--- config.mk ---
export PLATFORM = sky130hd
export DESIGN_NAME = dbg_reg_cmd_engine
export DESIGN_NICKNAME = d
export VERILOG_FILES = /design/src/rtl/dbg_cmd_pkg.sv /design/src/rtl/dbg_cmd_decode.sv /design/src/rtl/dbg_access_timer.sv /design/src/rtl/dbg_rsp_slot.sv /design/src/rtl/dbg_reg_cmd_engine.sv
export SDC_FILE = /design/constraint.sdc
export NUM_CORES = 1
export LEC_CHECK = 0
export ABC_AREA = 1
export BUFFER_PORTS_ARGS = -buffer_cell sky130_fd_sc_hd__buf_4
export CAP_MARGIN = 40
export CORE_MARGIN = 3
export CORE_UTILIZATION = 41
export CTS_BUF_LIST = sky130_fd_sc_hd__clkbuf_16
export DETAILED_ROUTE_END_ITERATION = 7
export SLEW_MARGIN = 25
export SYNTH_ARGS = -nofsm -noshare
export SYNTH_HDL_FRONTEND = slang
export SYNTH_SLANG_ARGS = --single-unit
--- constraint.sdc ---
create_clock -name clk -period 4.4 [get_ports clk]
set_input_delay 0.66 -clock clk [delete_from_list [all_inputs] [get_ports clk]]
set_output_delay 0.66 -clock clk [all_outputs]
set_load 0.005 [all_outputs]
--- src/rtl/dbg_cmd_pkg.sv ---
// Package: shared types and command field constants of the debug register
// access engine. Assumes a fixed 16-bit command word layout.
package dbg_cmd_pkg;

    localparam int CMD_W     = 16;
    localparam int REG_IDX_W = 4;

    // Fixed fields of a register access command word.
    localparam logic [3:0] FLD_GROUP     = 4'h2;  // bits 15:12
    localparam logic [3:0] FLD_READ_OP   = 4'h1;  // bits 11:8, read
    localparam logic [3:0] FLD_WRITE_OP  = 4'h0;  // bits 11:8, write
    localparam logic [3:0] FLD_SIZE      = 4'h8;  // bits 7:4

    // Kind of word seen in command position.
    typedef enum logic [1:0] {
        KIND_ILLEGAL = 2'd0,
        KIND_READ    = 2'd1,
        KIND_WRITE   = 2'd2
    } cmd_kind_t;

    // Sequencer state.
    typedef enum logic [1:0] {
        SEQ_CMD     = 2'd0,
        SEQ_RD_WAIT = 2'd1,
        SEQ_RD_OUT  = 2'd2,
        SEQ_WR_IN   = 2'd3
    } seq_state_t;

endpackage

--- src/rtl/dbg_cmd_decode.sv ---
// Module: dbg_cmd_decode
// Classifies a word taken in command position as register read, register
// write or illegal, and extracts the register index. Purely combinational;
// assumes the word is only meaningful while the sequencer waits for a command.
module dbg_cmd_decode
    import dbg_cmd_pkg::*;
(
    input  logic [CMD_W-1:0]     word_i,
    output cmd_kind_t            kind_o,
    output logic [REG_IDX_W-1:0] idx_o
);

    logic frame_ok;

    // Decode the fixed group and size fields, then the operation field.
    always_comb begin
        frame_ok = (word_i[15:12] == FLD_GROUP) && (word_i[7:4] == FLD_SIZE);
        if (frame_ok && word_i[11:8] == FLD_READ_OP) begin
            kind_o = KIND_READ;
        end else if (frame_ok && word_i[11:8] == FLD_WRITE_OP) begin
            kind_o = KIND_WRITE;
        end else begin
            kind_o = KIND_ILLEGAL;
        end
        idx_o = word_i[REG_IDX_W-1:0];
    end

endmodule

--- src/rtl/dbg_access_timer.sv ---
// Module: dbg_access_timer
// Counts the programmed register access delay. A start pulse loads the delay;
// done is high for one cycle once the count has run down to zero, which is
// LAT+1 cycles after the start edge. Assumes start only while idle.
module dbg_access_timer #(
    parameter int LAT_W = 2
) (
    input  logic             clk,
    input  logic             rst_n,
    input  logic             start_i,
    input  logic [LAT_W-1:0] lat_i,
    output logic             done_o
);

    logic             running_q;
    logic [LAT_W-1:0] cnt_q;

    // Done when a running count has reached zero.
    assign done_o = running_q && (cnt_q == '0);

    // Load on start, count down while running, stop when done.
    always_ff @(posedge clk) begin
        if (!rst_n) begin
            running_q <= 1'b0;
            cnt_q     <= '0;
        end else if (start_i) begin
            running_q <= 1'b1;
            cnt_q     <= lat_i;
        end else if (done_o) begin
            running_q <= 1'b0;
        end else if (running_q) begin
            cnt_q <= cnt_q - 1'b1;
        end
    end

    AST_TIMER_ARMS: assert property (@(posedge clk) disable iff (!rst_n)
        start_i |=> running_q && cnt_q == $past(lat_i));

    AST_TIMER_DONE_ONCE: assert property (@(posedge clk) disable iff (!rst_n)
        (done_o && !start_i) |=> !done_o);

endmodule

--- src/rtl/dbg_rsp_slot.sv ---
// Module: dbg_rsp_slot
// Single-entry response holding register with a valid/ready handshake.
// A load fills it, the consumer empties it; free_o tells the sequencer that a
// new word may be accepted. Assumes load only while free.
module dbg_rsp_slot #(
    parameter int W = 17
) (
    input  logic         clk,
    input  logic         rst_n,
    input  logic         load_i,
    input  logic [W-1:0] data_i,
    input  logic         rdy_i,
    output logic         valid_o,
    output logic [W-1:0] data_o,
    output logic         free_o
);

    logic         valid_q;
    logic [W-1:0] data_q;

    assign valid_o = valid_q;
    assign data_o  = data_q;
    assign free_o  = !valid_q;

    // Fill on load, drain when the consumer takes the word.
    always_ff @(posedge clk) begin
        if (!rst_n) begin
            valid_q <= 1'b0;
            data_q  <= '0;
        end else if (load_i) begin
            valid_q <= 1'b1;
            data_q  <= data_i;
        end else if (valid_q && rdy_i) begin
            valid_q <= 1'b0;
        end
    end

    AST_RSP_HOLD: assert property (@(posedge clk) disable iff (!rst_n)
        (valid_q && !rdy_i) |=> valid_q && $stable(data_q));

    AST_LOAD_WHEN_FREE: assert property (@(posedge clk) disable iff (!rst_n)
        load_i |-> !valid_q);

endmodule

--- src/rtl/dbg_reg_cmd_engine.sv ---
// Module: dbg_reg_cmd_engine
// Debug command sequencer for reads and writes of core address/data
// registers. Every accepted word yields one 17-bit response (status, data).
// Reads wait a programmable delay and return DATA_W bits as WORD_W-bit words,
// most significant first; writes gather operand words the same way.
// Assumes an external register file with combinational read of rf_idx.
module dbg_reg_cmd_engine
    import dbg_cmd_pkg::*;
#(
    parameter int DATA_W = 32,
    parameter int WORD_W = CMD_W,
    parameter int IDX_W  = REG_IDX_W,
    parameter int LAT_W  = 2
) (
    input  logic              clk,
    input  logic              rst_n,
    input  logic              cmd_valid,
    output logic              cmd_ready,
    input  logic [WORD_W-1:0] cmd_word,
    output logic              rsp_valid,
    input  logic              rsp_ready,
    output logic [WORD_W:0]   rsp_word,
    input  logic              core_halted,
    input  logic [LAT_W-1:0]  access_latency,
    output logic [IDX_W-1:0]  rf_idx,
    input  logic [DATA_W-1:0] rf_rdata,
    output logic              rf_we,
    output logic [DATA_W-1:0] rf_wdata
);

    localparam int NUM_WORDS = DATA_W / WORD_W;
    localparam int PART_W    = (NUM_WORDS > 1) ? $clog2(NUM_WORDS) : 1;
    localparam int RSP_W     = WORD_W + 1;
    localparam int HOLD_W    = DATA_W - WORD_W;
    localparam logic [PART_W-1:0] LAST_PART = PART_W'(NUM_WORDS - 1);

    // Response codes: status bit on top of the data word.
    localparam logic [RSP_W-1:0] RSP_ACK       = {1'b0, {WORD_W{1'b0}}};
    localparam logic [RSP_W-1:0] RSP_DONE      = {1'b0, {WORD_W{1'b1}}};
    localparam logic [RSP_W-1:0] RSP_NOT_READY = {1'b1, {WORD_W{1'b0}}};
    localparam logic [RSP_W-1:0] RSP_BUS_ERR   = {1'b1, {(WORD_W-1){1'b0}}, 1'b1};
    localparam logic [RSP_W-1:0] RSP_ILLEGAL   = {1'b1, {WORD_W{1'b1}}};

    seq_state_t           st_q, st_d;
    logic [PART_W-1:0]    part_q, part_d;
    logic [IDX_W-1:0]     idx_q, idx_d;
    logic                 halt_q, halt_d;
    logic [DATA_W-1:0]    rd_data_q, rd_data_d;
    logic [HOLD_W-1:0]    wr_hold_q, wr_hold_d;
    logic                 we_q, we_d;
    logic [DATA_W-1:0]    wdata_q, wdata_d;

    logic                 accept;
    logic                 slot_free;
    logic                 rsp_load;
    logic [RSP_W-1:0]     rsp_data;
    logic                 tmr_start;
    logic                 tmr_done;
    cmd_kind_t            dec_kind;
    logic [IDX_W-1:0]     dec_idx;
    logic [DATA_W-1:0]    wr_full;
    logic [PART_W-1:0]    rd_sel;
    logic [WORD_W-1:0]    rd_words [NUM_WORDS];

    // Split the captured read value into response-sized words.
    for (genvar g = 0; g < NUM_WORDS; g++) begin : g_rd_split
        assign rd_words[g] = rd_data_q[g*WORD_W +: WORD_W];
    end

    assign accept    = cmd_valid && cmd_ready;
    assign cmd_ready = slot_free;
    assign rd_sel    = LAST_PART - part_q;
    assign wr_full   = {wr_hold_q, cmd_word};
    assign rf_idx    = idx_q;
    assign rf_we     = we_q;
    assign rf_wdata  = wdata_q;

    dbg_cmd_decode u_decode (
        .word_i (cmd_word),
        .kind_o (dec_kind),
        .idx_o  (dec_idx)
    );

    dbg_access_timer #(.LAT_W(LAT_W)) u_timer (
        .clk     (clk),
        .rst_n   (rst_n),
        .start_i (tmr_start),
        .lat_i   (access_latency),
        .done_o  (tmr_done)
    );

    dbg_rsp_slot #(.W(RSP_W)) u_slot (
        .clk     (clk),
        .rst_n   (rst_n),
        .load_i  (rsp_load),
        .data_i  (rsp_data),
        .rdy_i   (rsp_ready),
        .valid_o (rsp_valid),
        .data_o  (rsp_word),
        .free_o  (slot_free)
    );

    // Next-state, response and register-write selection per sequencer state.
    always_comb begin
        st_d      = st_q;
        part_d    = part_q;
        idx_d     = idx_q;
        halt_d    = halt_q;
        rd_data_d = rd_data_q;
        wr_hold_d = wr_hold_q;
        we_d      = 1'b0;
        wdata_d   = wdata_q;
        rsp_load  = accept;
        rsp_data  = RSP_ACK;
        tmr_start = 1'b0;
        unique case (st_q)
            SEQ_CMD: begin
                if (accept) begin
                    part_d = '0;
                    unique case (dec_kind)
                        KIND_READ: begin
                            if (core_halted) begin
                                idx_d     = dec_idx;
                                tmr_start = 1'b1;
                                st_d      = SEQ_RD_WAIT;
                            end else begin
                                rsp_data = RSP_BUS_ERR;
                            end
                        end
                        KIND_WRITE: begin
                            idx_d  = dec_idx;
                            halt_d = core_halted;
                            st_d   = SEQ_WR_IN;
                        end
                        default: rsp_data = RSP_ILLEGAL;
                    endcase
                end
            end
            SEQ_RD_WAIT: begin
                rsp_data = RSP_NOT_READY;
                if (tmr_done) begin
                    rd_data_d = rf_rdata;
                    st_d      = SEQ_RD_OUT;
                end
            end
            SEQ_RD_OUT: begin
                rsp_data = {1'b0, rd_words[rd_sel]};
                if (accept) begin
                    if (part_q == LAST_PART) begin
                        st_d = SEQ_CMD;
                    end else begin
                        part_d = part_q + 1'b1;
                    end
                end
            end
            SEQ_WR_IN: begin
                if (accept) begin
                    if (part_q == LAST_PART) begin
                        st_d = SEQ_CMD;
                        if (halt_q) begin
                            we_d     = 1'b1;
                            wdata_d  = wr_full;
                            rsp_data = RSP_DONE;
                        end else begin
                            rsp_data = RSP_BUS_ERR;
                        end
                    end else begin
                        wr_hold_d = wr_full[HOLD_W-1:0];
                        part_d    = part_q + 1'b1;
                    end
                end
            end
            default: st_d = SEQ_CMD;
        endcase
    end

    // Sequencer and data registers.
    always_ff @(posedge clk) begin
        if (!rst_n) begin
            st_q      <= SEQ_CMD;
            part_q    <= '0;
            idx_q     <= '0;
            halt_q    <= 1'b0;
            rd_data_q <= '0;
            wr_hold_q <= '0;
            we_q      <= 1'b0;
            wdata_q   <= '0;
        end else begin
            st_q      <= st_d;
            part_q    <= part_d;
            idx_q     <= idx_d;
            halt_q    <= halt_d;
            rd_data_q <= rd_data_d;
            wr_hold_q <= wr_hold_d;
            we_q      <= we_d;
            wdata_q   <= wdata_d;
        end
    end

    AST_ACCEPT_GIVES_RSP: assert property (@(posedge clk) disable iff (!rst_n)
        (cmd_valid && cmd_ready) |=> rsp_valid);

    AST_WAIT_NOT_READY: assert property (@(posedge clk) disable iff (!rst_n)
        (st_q == SEQ_RD_WAIT && accept) |=> rsp_word == RSP_NOT_READY);

    AST_ILLEGAL_RSP: assert property (@(posedge clk) disable iff (!rst_n)
        (st_q == SEQ_CMD && accept && dec_kind == KIND_ILLEGAL)
        |=> rsp_word == RSP_ILLEGAL && st_q == SEQ_CMD);

    AST_READ_REFUSED: assert property (@(posedge clk) disable iff (!rst_n)
        (st_q == SEQ_CMD && accept && dec_kind == KIND_READ && !core_halted)
        |=> rsp_word == RSP_BUS_ERR && st_q == SEQ_CMD);

    AST_NO_WRITE_UNHALTED: assert property (@(posedge clk) disable iff (!rst_n)
        rf_we |-> $past(halt_q));

    AST_WE_SINGLE: assert property (@(posedge clk) disable iff (!rst_n)
        rf_we |=> !rf_we);

endmodule

==> results of run 1 <==
## path summary, 6_finish.rpt
check | depth (start not counted) | end | start
worst max-delay path | 6 | rf_wdata[4] | part_q
worst min-delay path | 2 | rd_data_q[20] | rd_data_q[20]
worst max register to register | 6 | rf_wdata[4] | part_q
worst min register to register | 2 | rd_data_q[20] | rd_data_q[20]
## cells by family (layout without fill, tap and decap cells)
group,Yosys count,after routing,share of synthesized area [%]
buffers and inverters,100,192,9.139
flip-flops,110,110,48.74
adder cells (fa/ha/maj),1,1,0.2769
AND/OR/NAND/NOR,274,274,24.98
AO/OA/AOI/OAI,150,150,16.87
## state kept, by name, indices dropped and copies added, names as in the netlist, 2 cells and up
signal         cells
rd_data_q         32
u_timer.cnt_q      2
rf_wdata          32
st_q               2
wr_hold_q         16
u_slot.data_o     17
rf_idx             4
## per-layer routing
metal	track usage, %	routed length [um]	vias up
met2	26.46	4867	103
met4	4.598	125	0
met5	0	0	-
met1	27.13	5757	1855
met3	3.712	559	10
li1	-	-	2181
## cell usage in the layout, fill, tap and decap left out, types with 5 or more instances in the layout
cell	n
a21oi_1	55
nand4_1	5
dfxtp_1	110
nand2_1	75
inv_2	5
inv_1	57
buf_4	111
clkbuf_16	9
o21ai_0	87
nor2_1	158
nand3_1	22
## through the flow
step           power [mW]  hold slack, ns
3_5_place_dp        1.170          0.4504
2_1_floorplan       1.098          0.4244
6_report            1.918          0.4600
3_3_place_gp        1.169          0.4442
4_1_cts             1.933          0.4604
5_1_grt             1.994          0.4825
## cell type report
cell class                      count  area (sq um)  area share [%]
Clock buffer                        9         225.2           3.981
Inverter                           63         236.5           4.180
Clock inverter                      7         56.30          0.9954
Multi-Input combinational cell    425          1903           33.64
Timing Repair Buffer              113         863.3           15.26
Sequential cell                   110          2202           38.93
Tap cell                          136         170.2           3.008
## power by group through the flow
stage          clock network [mW]  logic, mW  registers (mW)
6_report                    0.772      0.130            1.02
5_1_grt                     0.830      0.146            1.02
4_1_cts                     0.786      0.131            1.02
3_5_place_dp                    0      0.130            1.04
3_3_place_gp                    0      0.129            1.04
2_1_floorplan                   0     0.0582            1.04
## worst max-delay path, stage by stage (launching register included)
cell	delay, ns
dfxtp_1	0.83
nand2_4	0.14
nor2_8	0.24
nand2_4	0.18
inv_2	0.58
o21ai_0	0.16
a21oi_1	0.18
==> flow_metrics.tcl, run 1 <==
set metrics [dict create \
    crit_arrival_ns 2.66 \
    postLayoutCoreUtil_pct 53.83 \
    io_pins 111 \
    rsz0062_at_grt "false" \
    clk_pin_slew_ns 0.08 \
    wl_um 11310 \
    dp_slack_ns 1.818 \
    crit_fanout 48 \
    crit_required_ns 4.66 \
    hold_path_class "reg -> reg" \
    grt_pass1_vias 3831 \
    p_leak_nw 2.657 \
    vias_per_cell 4.808 \
    numCtsBuffers 9 \
    yosysSeqAreaShare_pct 48.74 \
    seqPwrFrac_pct 53.0 \
    via_count 4149 \
    ir_worst_vdd_mv 0.1711 \
    pwr_density_cell_mw_per_mm2 339.1 \
    worstSetupStartpointType "register" \
    grt_start_max_net_pins 92 \
    post-synth-top-area-cell "dfxtp_1" \
    worst_pin_slew_ns 0.7761 \
    grt_antenna_before_repair 0 \
    core_sq_mm 0.01051 \
    final_cells 863 \
    pwr-share-comb_pct 6.8 \
    async_flop_share_pct 0 \
    drive_above_1_share_pct 19.94 \
    die_area_sq_mm 0.01232 \
    fp-row-count 37 \
    p_sw_mw 0.4529 \
    fin_ws_ns 2.005 \
    hpwl_um 7812 \
    ys.flop_type "dfxtp_1" \
    synth_nets 691 \
    synth-seq-cells 110 \
    fin_crit_sh_pct 54.43 \
    num-fill-cells 1047 \
    htree_levels 3 \
    internal_power_mw 1.465 \
    cts_buffer_depth 2 \
    setup_tns_ns 0 \
    portBuffers 110 \
    grt_pass1_wl_um 18750 \
    syn_avg_cell_area_sq_um 7.115 \
    relSlewSlack_pct 48.19 \
    drv_cap 0 \
    grtUsageTotal_pct 18.11 \
    nets 778 \
    die_w_um 111.0 \
    diodes 0 \
    cts_num_sinks 110 \
    dp.cells 846 \
    placed_area_sq_mm 0.005360 \
    routedWlPerCell_um 13.10 \
    cts_tree "built" \
    status "finished clean" \
    postRouteAntennaNets 0 \
    area_growth_pct 25.20 \
    r2r_slack_ns 2.00 \
    cts.repair.resized 0 \
    syn-cell-area_sq_mm 0.004518 \
    worstSetupPathType "reg -> reg" \
    gp_congestion 0.8055 \
    yosys-top-cells-count "158 x nor2_1, 110 x dfxtp_1, 87 x o21ai_0" \
    drv_slew 0 \
    swShare_pct 23.61 \
    synth_edf_count 0 \
    drtIter0Drc 233 \
    fmax_mhz 417.5 \
    ys_types 28 \
    crit_path_end_kind "register" \
    synth.area.top_cells "dfxtp_1 49%, nor2_1 13%, o21ai_0 9.6%" \
    cts_setup_buffers 0 \
    overflow 0 \
    die_h_um 111.0 \
    ctsHoldBuffers 0 \
    dr.pass1.iters 4 \
    p_clk_share_pct 40.2 \
    hold_viol 0 \
    route.detailed.drc 0 \
    design_area_sq_mm 0.005657 \
    start_util_pct 42.99 \
    clock_latency_ns 0.34 \
    yosysWarnings 0 \
    period_minus_slack_ns 2.395 \
    root_buffer "clkbuf_16" \
    setup_violations 0 \
    synth_cells 635 \
    synth_top_area_share_pct 48.74 \
    finClkSkew_ns 0.008015 \
    synthMostInstantiatedCell "nor2_1" \
]
Note: power is estimated with default switching activity, not from simulation.
==> run 2: changes to the inputs <==
==> constraint.sdc (replaced) <==
create_clock -name clk -period 2.4 [get_ports clk]
set_input_delay 0.36 -clock clk [delete_from_list [all_inputs] [get_ports clk]]
set_output_delay 0.36 -clock clk [all_outputs]
set_load 0.005 [all_outputs]
==> run 2 against run 1 <==
Against the previous run:
- utilization is 0.39 points higher
- combinational power grew 85%
- routed wire length decreased by 0.50%
- worst setup slack lost 1.5 ns
- clock-buffer cell count stayed put
- sequential share of layout area decreased by 0.28 points
- clock power is 92% higher
- critical path type unchanged
- critical endpoint is now rf_wdata[1]
==> flow_metrics.tcl, run 2 (synthesized netlist as in run 1, its figures left out) <==
set metrics [dict create \
    design_area_sq_mm 0.005698 \
    drtIter0Drc 243 \
    ctsHoldBuffers 0 \
    clk_pin_slew_ns 0.07 \
    setup_tns_ns 0 \
    worstSetupStartpointType "register" \
    ir_worst_vdd_mv 0.3135 \
    status "finished clean" \
    drv_cap 0 \
    cts_setup_buffers 0 \
    hpwl_um 7899 \
    worst_pin_slew_ns 0.6661 \
    diodes 0 \
    die_w_um 111.0 \
    min_from "rf_rdata[7]" \
    wl_met1_um 5763 \
    timing.rr.start "st_q[1]" \
    r2r_end "rf_wdata[1]" \
    power_mw 3.580 \
    wl_um 11250 \
    finClkSkew_ns 0.008655 \
    fin_ws_ns 0.4682 \
    nets 782 \
    dp_slack_ns 0.4865 \
    grt_start_max_net_pins 52 \
    final_common_cell "nor2_1" \
    grt_pass1_vias 3844 \
    worstSetupPathType "reg -> reg" \
    grt_pass1_wl_um 18770 \
    top_layer "met4" \
    numCtsBuffers 9 \
    routedWlPerCell_um 12.98 \
    fp-row-count 37 \
    fin_crit_sh_pct 80.49 \
    p_leak_nw 2.684 \
    worstHoldPathCells 3 \
    crit_fanout 25 \
    final_cell_mix "158 x nor2_1, 116 x buf_4, 110 x dfxtp_1" \
    start_util_pct 42.99 \
    die_h_um 111.0 \
    area_growth_pct 26.11 \
    relSlewSlack_pct 55.55 \
    period_minus_slack_ns 1.932 \
    hold_end "rd_data_q[7]" \
    drive_above_1_share_pct 20.25 \
    drv_slew 0 \
    grt_antenna_before_repair 0 \
    num-fill-cells 1040 \
    max_stage_delay_ns 0.45 \
    pwr_density_cell_mw_per_mm2 628.3 \
    vias_per_cell 4.774 \
    crit_family "buffers and inverters" \
    dr_wl_met3_um 598 \
    crit_arrival_ns 2.20 \
    postRouteAntennaNets 0 \
    rsz0062_at_grt "false" \
    r2r_slack_ns 0.47 \
    crit_path_end_kind "register" \
    cp_num_buf_inv 3 \
    cts.repair.resized 0 \
    grtUsageTotal_pct 18.22 \
    worstRegToRegCells 9 \
    io_pins 111 \
    setup_violations 0 \
    die_area_sq_mm 0.01232 \
    via_count 4139 \
    dr_wl_met2_um 4757 \
    portBuffers 110 \
    gp_congestion 0.8693 \
    cts_num_sinks 110 \
    whs_ns 0.2363 \
    route.detailed.drc 0 \
    htree_levels 3 \
    core_sq_mm 0.01051 \
    worst_path_max_delay_cell "dfxtp_1" \
    crit_chain "nand2_2 -> inv_2 -> nand2_4 -> nor2_8 -> nand2_4 -> inv_2 -> buf_12 -> o21ai_0 -> a21oi_1" \
    crit_required_ns 2.67 \
    cts_tree "built" \
    hold_viol 0 \
    placed_area_sq_mm 0.005403 \
    root_buffer "clkbuf_16" \
    clock_latency_ns 0.34 \
    cts_buffer_depth 2 \
    hold_path_class "in -> reg" \
    fmax_mhz 517.7 \
    overflow 0 \
    dr.pass1.iters 5 \
]
[run 2: cell count changes in the layout (fill, tap and decap cells not counted)]
cell       delta
inv_1         +1
buf_12        +1
bufinv_16     +1
inv_8         -1
clkinv_4      -2
buf_8         -2
inv_6         +1
buf_4         +5
[run 2: per-stage QoR]
step / cells / util [%]
after floorplan: 635 / -
after detailed placement: 851 / 51.41
after global placement: 851 / 51.41
after CTS: 867 / 54.22
final: 867 / 54.22
after global routing: 867 / 54.22
[run 2: metal layers]
layer / vias up / global-route usage (%)
li1: 2193 / -
met1: 1830 / 26.67
met2: 105 / 26.66
met3: 11 / 3.766
met4: 0 / 5.993
met5: - / 0
[run 2: report_power, final]
part	internal (mW)	switching (mW)	total (mW)
clock network	0.814	0.663	1.48
logic	0.121	0.119	0.240
registers	1.85	0.0149	1.86
[run 2: area by class of cell]
class	count	area (sq um)	share of cell area, %
multi-input combinational	425	1903	33.40
sequential	110	2202	38.65
clock buffer	9	225.2	3.953
tap	136	170.2	2.986
timing repair buffer	117	890.9	15.63
clock inverter	7	70.07	1.230
inverter	63	236.5	4.150
[run 2: worst max path at each step]
| stage | startpoint | depth (start not counted) | end |
|---|---|---|---|
| after floorplan | u_timer.cnt_q[0] | 7 | u_timer.cnt_q[1] |
| after global placement | st_q[1] | 9 | rf_wdata[0] |
| after detailed placement | st_q[1] | 9 | rf_wdata[1] |
| after CTS | st_q[1] | 9 | rf_wdata[1] |
| after global routing | st_q[1] | 9 | rf_wdata[1] |
| final | st_q[1] | 9 | rf_wdata[1] |
[run 2: worst min-delay path: stages]
cell,delay [ns]
buf_4,0.08
nor2_1,0.03
nor2_1,0.08
